## config.mk

```make
export PLATFORM = sky130hd
export DESIGN_NAME = exc_entry_ctrl
export DESIGN_NICKNAME = d
export VERILOG_FILES = /design/src/rtl/exc_entry_pkg.sv /design/src/rtl/exc_route.sv /design/src/rtl/exc_savearea.sv /design/src/rtl/exc_entry_ctrl.sv
export SDC_FILE = /design/constraint.sdc
export NUM_CORES = 1
export LEC_CHECK = 0
export ABC_AREA = 1
export CAP_MARGIN = 25
export CELL_PAD_IN_SITES_DETAIL_PLACEMENT = 1
export CELL_PAD_IN_SITES_GLOBAL_PLACEMENT = 1
export CORE_ASPECT_RATIO = 0.7
export CORE_MARGIN = 10
export CORE_UTILIZATION = 33
export DETAILED_ROUTE_END_ITERATION = 8
export GPL_ROUTABILITY_DRIVEN = 0
export HOLD_SLACK_MARGIN = 0.1
export PLACE_DENSITY_LB_ADDON = 0.1
export RECOVER_POWER = 100
export SKIP_LAST_GASP = 1
export SYNTH_ARGS = -nofsm -noshare
export SYNTH_HDL_FRONTEND = slang
export SYNTH_SLANG_ARGS = --single-unit
export TNS_END_PERCENT = 30
```

## constraint.sdc

```tcl
create_clock -name clk -period 1.7 [get_ports clk]
set_input_delay 0.34 -clock clk [delete_from_list [all_inputs] [get_ports clk]]
set_output_delay 0.34 -clock clk [all_outputs]
set_load 0.01 [all_outputs]
```

## src/rtl/exc_entry_pkg.sv

```systemverilog
package exc_entry_pkg;

  localparam int PS_W        = 8;
  localparam int PS_LVL_W    = 4;
  localparam int PS_EXCM_BIT = 4;
  localparam int PS_UM_BIT   = 5;
  localparam int VEC_W       = 4;
  localparam logic [PS_W-1:0] PS_RESET = 8'h1F;

  typedef enum logic [1:0] {
    VK_KERNEL = 2'd0,
    VK_USER   = 2'd1,
    VK_DOUBLE = 2'd2,
    VK_DEBUG  = 2'd3
  } vec_kind_e;

  function automatic logic [VEC_W-1:0] vec_onehot(vec_kind_e k);
    return VEC_W'(1) << k;
  endfunction

  function automatic logic [PS_LVL_W-1:0] ps_level(logic [PS_W-1:0] p);
    return p[PS_LVL_W-1:0];
  endfunction

  // General entry: only the exception-mode flag changes.
  function automatic logic [PS_W-1:0] ps_after_general(logic [PS_W-1:0] p);
    logic [PS_W-1:0] r;
    r = p;
    r[PS_EXCM_BIT] = 1'b1;
    return r;
  endfunction

  // Debug entry: level replaced, exception-mode flag set.
  function automatic logic [PS_W-1:0] ps_after_debug(logic [PS_W-1:0] p,
                                                      logic [PS_LVL_W-1:0] lvl);
    logic [PS_W-1:0] r;
    r = p;
    r[PS_LVL_W-1:0] = lvl;
    r[PS_EXCM_BIT] = 1'b1;
    return r;
  endfunction

endpackage

```

## src/rtl/exc_route.sv

```systemverilog
module exc_route
  import exc_entry_pkg::*;
#(
  parameter int DEBUG_LEVEL = 6
) (
  input  logic [PS_W-1:0] ps,
  input  logic            exc_valid,
  input  logic            dbg_valid,
  output logic            take_gen,
  output logic            take_dbg,
  output logic            is_double,
  output vec_kind_e       kind
);
  localparam logic [PS_LVL_W-1:0] DBG_LVL = PS_LVL_W'(DEBUG_LEVEL);

  logic dbg_allowed;

  always_comb begin
    dbg_allowed = ps_level(ps) < DBG_LVL;
    take_dbg    = dbg_valid && dbg_allowed;
    take_gen    = exc_valid && !take_dbg;
    is_double   = ps[PS_EXCM_BIT];
    if (take_dbg)               kind = VK_DEBUG;
    else if (ps[PS_EXCM_BIT])   kind = VK_DOUBLE;
    else if (ps[PS_UM_BIT])     kind = VK_USER;
    else                        kind = VK_KERNEL;
  end

  // a taken debug request always suppresses the general one
  always_comb begin
    if (take_dbg) assert (!take_gen) else $error("a_r9_dbg_excludes_gen");
  end

endmodule

```

## src/rtl/exc_savearea.sv

```systemverilog
module exc_savearea
  import exc_entry_pkg::*;
#(
  parameter int XLEN     = 32,
  parameter int CAUSE_W  = 6,
  parameter int DCAUSE_W = 6,
  parameter bit HAS_DEPC = 1'b1
) (
  input  logic                clk,
  input  logic                rst_n,
  input  logic                take_gen,
  input  logic                take_dbg,
  input  logic                is_double,
  input  logic [XLEN-1:0]     pc,
  input  logic [CAUSE_W-1:0]  cause,
  input  logic                has_addr,
  input  logic [XLEN-1:0]     addr,
  input  logic [DCAUSE_W-1:0] dcause,
  input  logic [PS_W-1:0]     ps_old,
  output logic [XLEN-1:0]     epc1,
  output logic [XLEN-1:0]     depc,
  output logic [CAUSE_W-1:0]  cause_q,
  output logic [XLEN-1:0]     vaddr_q,
  output logic [DCAUSE_W-1:0] dcause_q,
  output logic [XLEN-1:0]     dbg_epc,
  output logic [PS_W-1:0]     dbg_eps
);
  logic epc1_we;
  logic depc_we;

  generate
    if (HAS_DEPC) begin : g_depc
      assign epc1_we = take_gen && !is_double;
      assign depc_we = take_gen && is_double;
      always_ff @(posedge clk) begin
        if (!rst_n)       depc <= '0;
        else if (depc_we) depc <= pc;
      end
      // double fault keeps the level-1 saved PC
      a_r4_epc1_kept: assert property (@(posedge clk) disable iff (!rst_n)
        depc_we |=> $stable(epc1));
    end else begin : g_no_depc
      assign epc1_we = take_gen;
      assign depc_we = 1'b0;
      assign depc    = '0;
    end
  endgenerate

  always_ff @(posedge clk) begin
    if (!rst_n) begin
      epc1     <= '0;
      cause_q  <= '0;
      vaddr_q  <= '0;
      dcause_q <= '0;
      dbg_epc  <= '0;
      dbg_eps  <= '0;
    end else begin
      if (epc1_we)              epc1    <= pc;
      if (take_gen)             cause_q <= cause;
      if (take_gen && has_addr) vaddr_q <= addr;
      if (take_dbg) begin
        dcause_q <= dcause;
        dbg_epc  <= pc;
        dbg_eps  <= ps_old;
      end
    end
  end

  // no address with the request leaves the faulting address alone
  a_r6_addr_hold: assert property (@(posedge clk) disable iff (!rst_n)
    (take_gen && !has_addr) |=> $stable(vaddr_q));

  // debug entry does not disturb the general cause
  a_r8_cause_kept: assert property (@(posedge clk) disable iff (!rst_n)
    take_dbg |=> $stable(cause_q));

endmodule

```

## src/rtl/exc_entry_ctrl.sv

```systemverilog
module exc_entry_ctrl
  import exc_entry_pkg::*;
#(
  parameter int XLEN        = 32,
  parameter int CAUSE_W     = 6,
  parameter int DCAUSE_W    = 6,
  parameter int DEBUG_LEVEL = 6,
  parameter bit HAS_DEPC    = 1'b1
) (
  input  logic                clk,
  input  logic                rst_n,
  input  logic                exc_valid,
  input  logic [CAUSE_W-1:0]  exc_cause,
  input  logic [XLEN-1:0]     req_pc,
  input  logic                exc_has_addr,
  input  logic [XLEN-1:0]     exc_addr,
  input  logic                dbg_valid,
  input  logic [DCAUSE_W-1:0] dbg_cause,
  input  logic                ps_wr_en,
  input  logic [7:0]          ps_wr_data,
  output logic [7:0]          ps,
  output logic [3:0]          vec_sel,
  output logic [XLEN-1:0]     epc1,
  output logic [XLEN-1:0]     depc,
  output logic [CAUSE_W-1:0]  exc_cause_q,
  output logic [XLEN-1:0]     fault_vaddr,
  output logic [DCAUSE_W-1:0] dbg_cause_q,
  output logic [XLEN-1:0]     dbg_epc,
  output logic [7:0]          dbg_eps
);
  localparam logic [PS_LVL_W-1:0] DBG_LVL = PS_LVL_W'(DEBUG_LEVEL);

  logic      take_gen;
  logic      take_dbg;
  logic      is_double;
  logic      entering;
  vec_kind_e kind;
  logic [PS_W-1:0] ps_next;

  exc_route #(.DEBUG_LEVEL(DEBUG_LEVEL)) u_route (
    .ps        (ps),
    .exc_valid (exc_valid),
    .dbg_valid (dbg_valid),
    .take_gen  (take_gen),
    .take_dbg  (take_dbg),
    .is_double (is_double),
    .kind      (kind)
  );

  exc_savearea #(
    .XLEN(XLEN), .CAUSE_W(CAUSE_W), .DCAUSE_W(DCAUSE_W), .HAS_DEPC(HAS_DEPC)
  ) u_save (
    .clk      (clk),
    .rst_n    (rst_n),
    .take_gen (take_gen),
    .take_dbg (take_dbg),
    .is_double(is_double),
    .pc       (req_pc),
    .cause    (exc_cause),
    .has_addr (exc_has_addr),
    .addr     (exc_addr),
    .dcause   (dbg_cause),
    .ps_old   (ps),
    .epc1     (epc1),
    .depc     (depc),
    .cause_q  (exc_cause_q),
    .vaddr_q  (fault_vaddr),
    .dcause_q (dbg_cause_q),
    .dbg_epc  (dbg_epc),
    .dbg_eps  (dbg_eps)
  );

  assign entering = take_gen || take_dbg;

  always_comb begin
    if (take_dbg)      ps_next = ps_after_debug(ps, DBG_LVL);
    else if (take_gen) ps_next = ps_after_general(ps);
    else if (ps_wr_en) ps_next = ps_wr_data;
    else               ps_next = ps;
  end

  always_ff @(posedge clk) begin
    if (!rst_n) begin
      ps      <= PS_RESET;
      vec_sel <= '0;
    end else begin
      ps      <= ps_next;
      vec_sel <= entering ? vec_onehot(kind) : '0;
    end
  end

  // vector select is never more than one-hot
  a_r2_vec_onehot: assert property (@(posedge clk) disable iff (!rst_n)
    $onehot0(vec_sel));

  // general request in exception mode goes to the double vector
  a_r3_double_vec: assert property (@(posedge clk) disable iff (!rst_n)
    (exc_valid && !dbg_valid && ps[PS_EXCM_BIT]) |=> (vec_sel == 4'b0100));

  // general entry leaves the exception-mode flag set
  a_r5_excm_set: assert property (@(posedge clk) disable iff (!rst_n)
    take_gen |=> ps[PS_EXCM_BIT]);

  // blocked debug request alone changes nothing visible
  a_r7_dbg_blocked: assert property (@(posedge clk) disable iff (!rst_n)
    (dbg_valid && !exc_valid && !ps_wr_en && ps[PS_LVL_W-1:0] >= DBG_LVL)
      |=> (vec_sel == 4'b0000) && $stable(ps));

  // debug entry raises the level and saves the old status
  a_r8_dbg_level: assert property (@(posedge clk) disable iff (!rst_n)
    take_dbg |=> (ps[PS_LVL_W-1:0] == DBG_LVL) && ps[PS_EXCM_BIT]
                 && (dbg_eps == $past(ps)) && (vec_sel == 4'b1000));

  // status load takes effect when nothing competes
  a_r10_ps_load: assert property (@(posedge clk) disable iff (!rst_n)
    (ps_wr_en && !exc_valid && !dbg_valid) |=> (ps == $past(ps_wr_data)));

endmodule

```

==> flow_summary_export.csv, run 1 <==
group,metric,value,unit
run_status,status,"completed",
logic_synthesis,yosys_register_bits,160,
clock_network,path_clk_slew,60,ps
logic_synthesis,synthesis.area,6850,um^2
detailed_routing,drt_wl_total,24.7,mm
timing,final.period_utilization,99.0,%
finish,number_of_diodes,0,
logic_synthesis,syn-mean-instance-area,6.77,um^2
worst_setup_path,cp_slowest_stage_delay,610,ps
clock_network,postCtsSetupRepairBufs,0,
worst_setup_path,largest_fanout_of_any_net_on_the_critical_path,2,
place,placedInstanceArea,9770,um^2
detailed_routing,detail_route.drc_violations,0,
timing,unrepaired_setup_endpoints_after_global_routing,"yes",
worst_setup_path,timing.critical_path.arrival,1340,ps
power,irDropWorstVdd,0.579,mV
floorplanning,fp.dieArea,27000,um^2
finish,nNetsFinal,1331,
finish,post-route-cell-area,10200,um^2
timing,final-max-slew-violation-count,0,
finish,fraction_of_final_layout_cells_sized_beyond_drive_strength_1,4.87,%
worst_setup_path,worstReg2RegEnd,"ps[6]$_SDFFE_PN0P_",
floorplanning,die_w,192,um
grt,first_global_vias,6899,
timing,clock.fmax,0.594,GHz
clock_network,worst_skew_pair.late_latency,420,ps
logic_synthesis,syn-num-nets,1101,
logic_synthesis,netlist-cell-type-count,23,
finish,area.growth.synth_to_final,48.3,%
floorplanning,fp.dieH,141,um
finish,layout.filler_cells,2510,
worst_setup_path,setup.worst_path.start_class,"flop",
grt,globalRoute.totalOverflow,0,
logic_synthesis,yosysWarningCount,0,
power,power.density,947,nW/um^2
clock_network,cts_hold_fix_bufs,0,
logic_synthesis,post_synthesis_sequential_area_ratio,46.8,%
detailed_routing,routed-via-count,6909,
worst_setup_path,critical_path.cell_chain,"clkdlybuf4s50_1",
timing,clock_skew,11.3,ps
logic_synthesis,post_synth_inst_count,1011,
clock_network,cts_buffers,17,
clock_network,tritoncts,"yes",
detailed_routing,drt.antenna.violating_nets,0,
min_path,holdPathEnd,"ps[0]$_SDFFE_PN1P_",
worst_setup_path,worstPathRequired,1360,ps
worst_setup_path,crit_buf_inv,1,
timing,slew_headroom,64.2,%
clock_network,cts-htree-levels,4,
clock_network,cts_root_buf,"sky130_fd_sc_hd__clkbuf_16",
timing,holdWs,192,ps
min_path,worstHoldStart,"rst_n",
floorplanning,boundaryPins,250,
detailed_routing,drt-pass1-iter-count,4,
min_path,worst_hold_path_type,"input port to flop",
min_path,hold_depth,2,
clock_network,clock_path_buffers,2,
worst_setup_path,dominant_delay_contributor_by_cell_family_on_the_critical_path,"buffers and inverters",
floorplanning,placeableCoreArea,20100,um^2
clock_network,cts.sink_count,160,
grt,grt_pass1_wl,38.3,mm
detailed_routing,first_iter_violations,215,
logic_synthesis,post_synth_xor_area_fraction,0,%
finish,utilization,50.6,%
place,portBuffers,249,
grt,globalRouteTotalUtil,17.8,%
detailed_routing,wire_per_inst,16.2,um
worst_setup_path,timing.reg2reg.setup_slack,140,ps
timing,final-hold-violation-count,0,
logic_synthesis,synth-simple-area-share,30.6,%
timing,setup_viol,0,
worst_setup_path,worst_r2r_startpoint,"ps[1]$_SDFFE_PP1P_",
logic_synthesis,synth_mux_area_share,0,%
detailed_routing,avgViaCountPerCell,4.54,
worst_setup_path,class_of_the_most_critical_setup_path,"flop to output pin",
worst_setup_path,crit_slowest_cell,"sky130_fd_sc_hd__clkdlybuf4s50_1",
logic_synthesis,synth_adder_area_share,0,%
floorplanning,floorplan.rows,43,
logic_synthesis,synth-compound-area-share,6.67,%
timing,layout_min_cycle_time,1680,ps
grt,antenna_violations_before_repair,0,
run,max-cap-violations,0,
timing,worst-slew-pin-transition,538,ps
power,power.leakage,4.61,nW
worst_setup_path,r2r.worst_path.cells,7,
floorplanning,floorplan.initialDensity,34.1,%
worst_setup_path,timing.critical_path.to_type,"output pin",
grt,largest_net_degree_at_the_start_of_global_routing,58,
place,place.detailed.hpwl,18.4,mm
logic_synthesis,combinational_family_with_the_most_area_after_synthesis,"simple AND/OR/NAND/NOR gates",
[layer usage]
| metal | share of wire, % | track usage, % |
|---|---|---|
| met5 | 0 | 0 |
| met2 | 44 | 27.6 |
| met3 | 9.7 | 8.61 |
| met1 | 45 | 21.9 |
| met4 | 0.81 | 3.62 |
[layout make-up]
class / instances / area [um^2] / area share [%]
Sequential cell: 160 / 3200 / 31.6
Timing Repair Buffer: 282 / 2690 / 26.5
Multi-Input combinational cell: 579 / 2530 / 24.9
Inverter: 201 / 754 / 7.43
Clock buffer: 20 / 447 / 4.40
Tap cell: 270 / 338 / 3.33
Clock inverter: 10 / 186 / 1.84
[cells in the final DEF, fill, tap and decap left out, drive strengths merged]
cell	count
a21oi	42
and2	1
buf	25
bufinv	5
clkbuf	50
clkdlybuf4s25	1
clkdlybuf4s50	221
clkinv	3
clkinvlp	3
dfxtp	160
dlygate4sd2	5
inv	200
nand2	180
nand3	51
nand4	65
nor2	190
nor3	2
o211ai	1
o21ai	47
[report_power, final]
part	total (mW)	switching (mW)	internal, mW
clock network	4.17	1.53	2.63
registers	4.04	0.101	3.94
logic	1.41	0.721	0.690
[how the worst max path moves through the flow]
stage                              startpoint                  to  depth (start not counted)
3_3_place_gp                        dbg_valid  ps[5]$_SDFFE_PN0P_                          7
6_report         u_save.epc1[24]$_SDFFE_PN0P_            epc1[24]                          1
2_1_floorplan                       exc_valid  ps[5]$_SDFFE_PN0P_                          5
4_1_cts                    ps[6]$_SDFFE_PN0P_               ps[6]                          1
5_1_grt        u_save.cause_q[4]$_SDFFE_PN0P_      exc_cause_q[4]                          1
3_5_place_dp                        dbg_valid  ps[7]$_SDFFE_PN0P_                          7
[timing repair]
item                       4_1_cts  5_1_grt
pin swaps                        0        0
setup endpoints to repair       18       73
gates resized for setup          5       21
[synthesized netlist by cell type]
| master | instances | area (um^2) |
|---|---|---|
| sky130_fd_sc_hd__nand3_1 | 49 | 245 |
| sky130_fd_sc_hd__a21oi_1 | 42 | 210 |
| sky130_fd_sc_hd__buf_4 | 3 | 22.5 |
| sky130_fd_sc_hd__clkinv_1 | 1 | 3.75 |
| sky130_fd_sc_hd__nand4_1 | 65 | 407 |
| sky130_fd_sc_hd__nand3_4 | 1 | 17.5 |
| sky130_fd_sc_hd__buf_2 | 42 | 210 |
| sky130_fd_sc_hd__o21ai_2 | 1 | 8.76 |
| sky130_fd_sc_hd__buf_6 | 1 | 11.3 |
| sky130_fd_sc_hd__dfxtp_1 | 160 | 3200 |
| sky130_fd_sc_hd__clkbuf_2 | 1 | 5.00 |
| sky130_fd_sc_hd__o211ai_1 | 1 | 7.51 |
| sky130_fd_sc_hd__inv_1 | 199 | 747 |
| sky130_fd_sc_hd__buf_1 | 3 | 11.3 |
| sky130_fd_sc_hd__and2_1 | 1 | 6.26 |
| sky130_fd_sc_hd__nand2_1 | 179 | 672 |
| sky130_fd_sc_hd__nor2_1 | 190 | 713 |
| sky130_fd_sc_hd__nor3_1 | 2 | 10.0 |
| sky130_fd_sc_hd__o21ai_0 | 46 | 230 |
| sky130_fd_sc_hd__nand3_2 | 1 | 10.0 |
| sky130_fd_sc_hd__inv_2 | 1 | 3.75 |
| sky130_fd_sc_hd__clkbuf_1 | 21 | 78.8 |
| sky130_fd_sc_hd__nand2_4 | 1 | 11.3 |
[flip-flops by register name, indices dropped and copies added (netlist names)]
register,count
u_save.epc1,32
u_save.dbg_epc,32
u_save.cause_q,6
ps,8
u_save.vaddr_q,32
vec_sel,4
u_save.depc,32
u_save.dbg_eps,8
u_save.dcause_q,6
[kinds of logic (layout without fill, tap and decap cells)]
family | Yosys count | after routing
DFF | 160 | 160
buffers and inverters | 272 | 513
AOI/OAI and AO/OA | 90 | 90
and+or+nand+nor | 489 | 489
[per-stage QoR]
stage | power (mW) | setup TNS (ps) | cells | setup slack (ps)
2_1_floorplan | 4.78 | 0 | 1011 | 501
3_3_place_gp | 5.58 | -22.4 | 1492 | -10.0
3_5_place_dp | 5.61 | -240 | 1492 | -49.0
4_1_cts | 9.81 | -124 | 1522 | -25.3
5_1_grt | 10.1 | -550 | 1522 | -24.3
6_report | 9.61 | 0 | 1522 | 17.7
(Power assumes the default switching activity.)
==> run 2: changes to the inputs <==
--- a/config.mk
+++ b/config.mk
@@ -10,7 +10,6 @@
 export CELL_PAD_IN_SITES_DETAIL_PLACEMENT = 1
 export CELL_PAD_IN_SITES_GLOBAL_PLACEMENT = 1
 export CORE_ASPECT_RATIO = 0.7
-export CORE_MARGIN = 10
 export CORE_UTILIZATION = 33
 export DETAILED_ROUTE_END_ITERATION = 8
 export GPL_ROUTABILITY_DRIVEN = 0
==> run 2 against run 1 <==
Compared with the run above: first-iteration DRC count grew 35%; critical path type unchanged; critical endpoint is now dbg_eps[5]; clock skew barely moved; critical path depth did not move; maximum frequency down 0.53%; wire length decreased by 8.2%; largest cell class unchanged; flip-flop and latch count unchanged; count of clock-buffer cells in the layout unchanged.
==> flow_summary_export.csv, run 2 (same netlist as run 1, synthesis figures left out) <==
group,metric,value,unit
detailed_routing,detail_route.drc_violations,0,
clock_network,cts_root_buf,"sky130_fd_sc_hd__clkbuf_16",
grt,globalRouteTotalUtil,21.3,%
worst_setup_path,class_of_the_most_critical_setup_path,"flop to output pin",
detailed_routing,avgViaCountPerCell,4.55,
clock_network,cts_hold_fix_bufs,0,
timing,final-max-slew-violation-count,0,
grt,first_global_vias,6898,
min_path,worstHoldStart,"rst_n",
floorplanning,die_w,174,um
timing,slew_headroom,73.3,%
clock_network,path_clk_slew,60,ps
finish,nNetsFinal,1333,
power,finalPower,9.17,mW
min_path,holdPathEnd,"u_save.epc1[14]$_SDFFE_PN0P_",
worst_setup_path,timing.reg2reg.setup_slack,100,ps
detailed_routing,wl_met1,10.5,mm
timing,layout_min_cycle_time,1690,ps
grt,largest_net_degree_at_the_start_of_global_routing,41,
worst_setup_path,timing.critical_path.to_type,"output pin",
clock_network,cts.sink_count,160,
run_status,status,"completed",
worst_setup_path,timing.critical_path.arrival,1350,ps
worst_setup_path,dominant_delay_contributor_by_cell_family_on_the_critical_path,"buffers and inverters",
place,portBuffers,249,
grt,globalRoute.totalOverflow,0,
detailed_routing,first_iter_violations,291,
finish,layout_common_cells,"231 x sky130_fd_sc_hd__clkdlybuf4s50_1, 199 x sky130_fd_sc_hd__inv_1, 190 x sky130_fd_sc_hd__nor2_1",
worst_setup_path,crit_slowest_cell,"sky130_fd_sc_hd__clkdlybuf4s50_1",
floorplanning,floorplan.rows,43,
timing,worst-slew-pin-transition,400,ps
detailed_routing,drt-pass1-iter-count,4,
worst_setup_path,setup.worst_path.start_class,"flop",
finish,number_of_diodes,0,
worst_setup_path,worstSetupStartpoint,"u_save.dbg_eps[5]$_SDFFE_PN0P_",
timing,unrepaired_setup_endpoints_after_global_routing,"yes",
detailed_routing,met3WireLength,1.60,mm
clock_network,worst_skew_pair.late_latency,420,ps
detailed_routing,wire_per_inst,14.9,um
floorplanning,floorplan.initialDensity,34.1,%
timing,setup_viol,0,
min_path,hold_depth,3,
finish,area.growth.synth_to_final,48.9,%
power,irDropWorstVdd,0.611,mV
worst_setup_path,cp_slowest_stage_delay,590,ps
detailed_routing,drt_wl_total,22.7,mm
floorplanning,placeableCoreArea,20100,um^2
finish,register_area,3200,um^2
finish,layout.filler_cells,2545,
worst_setup_path,critical_path.cell_chain,"clkdlybuf4s50_1",
timing,final-hold-violation-count,0,
grt,grt_pass1_wl,35.8,mm
run,max-cap-violations,0,
clock_network,cts-htree-levels,4,
timing,clock.fmax,0.591,GHz
min_path,worst_hold_path_type,"input port to flop",
floorplanning,fp.dieArea,21300,um^2
grt,antenna_violations_before_repair,1,
clock_network,clock_path_buffers,2,
finish,fraction_of_final_layout_cells_sized_beyond_drive_strength_1,5.58,%
worst_setup_path,worst_r2r_startpoint,"ps[1]$_SDFFE_PP1P_",
worst_setup_path,largest_fanout_of_any_net_on_the_critical_path,2,
floorplanning,boundaryPins,250,
floorplanning,fp.dieH,123,um
place,placedInstanceArea,9800,um^2
power,power.density,900,nW/um^2
finish,post-route-cell-area,10200,um^2
timing,final.period_utilization,99.5,%
power,power.leakage,4.61,nW
worst_setup_path,crit_buf_inv,1,
finish,most_common_cell_after_layout_fill_and_taps_aside,"sky130_fd_sc_hd__clkdlybuf4s50_1",
detailed_routing,met2RoutedLength,10.3,mm
detailed_routing,top_layer_used,"met4",
clock_network,cts_buffers,17,
clock_network,postCtsSetupRepairBufs,0,
worst_setup_path,worstPathRequired,1360,ps
timing,clock_skew,10.9,ps
finish,multi_input_logic_area,2540,um^2
place,place.detailed.hpwl,16.1,mm
detailed_routing,routed-via-count,6932,
detailed_routing,drt.antenna.violating_nets,0,
worst_setup_path,worstReg2RegEnd,"u_save.epc1[22]$_SDFFE_PN0P_",
worst_setup_path,r2r.worst_path.cells,7,
clock_network,tritoncts,"yes",
[run 2: cell types whose count changed in the layout (fill, tap and decap cells not counted), moves of 2 or more]
cell | before | now
sky130_fd_sc_hd__clkbuf_1 | 25 | 13
sky130_fd_sc_hd__clkdlybuf4s50_1 | 221 | 231
sky130_fd_sc_hd__buf_4 | 14 | 18
sky130_fd_sc_hd__bufinv_16 | 5 | 1
sky130_fd_sc_hd__inv_6 | 0 | 4
sky130_fd_sc_hd__clkdlybuf4s25_1 | 1 | 3
sky130_fd_sc_hd__clkinvlp_4 | 3 | 5
sky130_fd_sc_hd__dlygate4sd2_1 | 5 | 3
[run 2: worst max path at each step]
stage | to | slack, ps | cells past startpoint
floorplan | ps[5]$_SDFFE_PN0P_ | 500 | 5
global placement | ps[5]$_SDFFE_PN0P_ | 10 | 7
detailed placement | ps[7]$_SDFFE_PN0P_ | -50 | 7
global route | u_save.dbg_epc[4]$_SDFFE_PN0P_ | -30 | 6
CTS | ps[2] | -40 | 1
finish | dbg_eps[5] | 9 | 1
[run 2: through the flow]
stage | worst slack, ps | utilization, % | std cells | TNS (ps) | hold WS [ps]
5_1_grt | -33.2 | 50.8 | 1525 | -610 | 314
3_3_place_gp | 9.65 | 48.8 | 1494 | 0 | 440
6_report | 8.76 | 50.8 | 1525 | 0 | 317
2_1_floorplan | 501 | - | 1011 | 0 | 462
4_1_cts | -42.8 | 51.6 | 1525 | -152 | 305
3_5_place_dp | -48.0 | 48.8 | 1494 | -170 | 447
[run 2: power by group]
part | switching [mW] | internal (mW) | total [mW]
Combinational | 0.716 | 0.720 | 1.44
Clock | 1.64 | 2.06 | 3.70
Sequential | 0.0993 | 3.93 | 4.03
Total | 2.45 | 6.72 | 9.17
[run 2: worst min-delay path: stages]
cell,delay [ps]
sky130_fd_sc_hd__buf_4,220
sky130_fd_sc_hd__nand2_1,100
sky130_fd_sc_hd__nor2_1,30
[run 2: per-layer routing]
metal	global-route usage, %	vias to the layer above
met5	0	-
met4	5.54	0
met3	7.06	15
met2	34.9	174
met1	27.0	3209
li1	-	3534
[run 2: repair_timing]
action,CTS,global route
resized for setup,4,13
endpoints found under the setup margin,14,46
gates cloned,0,0
[run 2: layout make-up]
| type | count | area share (%) |
|---|---|---|
| Multi-Input combinational cell | 579 | 25.0 |
| Inverter | 201 | 7.40 |
| Clock buffer | 20 | 4.38 |
| Sequential cell | 160 | 31.4 |
| Timing Repair Buffer | 284 | 27.4 |
| Clock inverter | 11 | 1.06 |
| Tap cell | 270 | 3.32 |
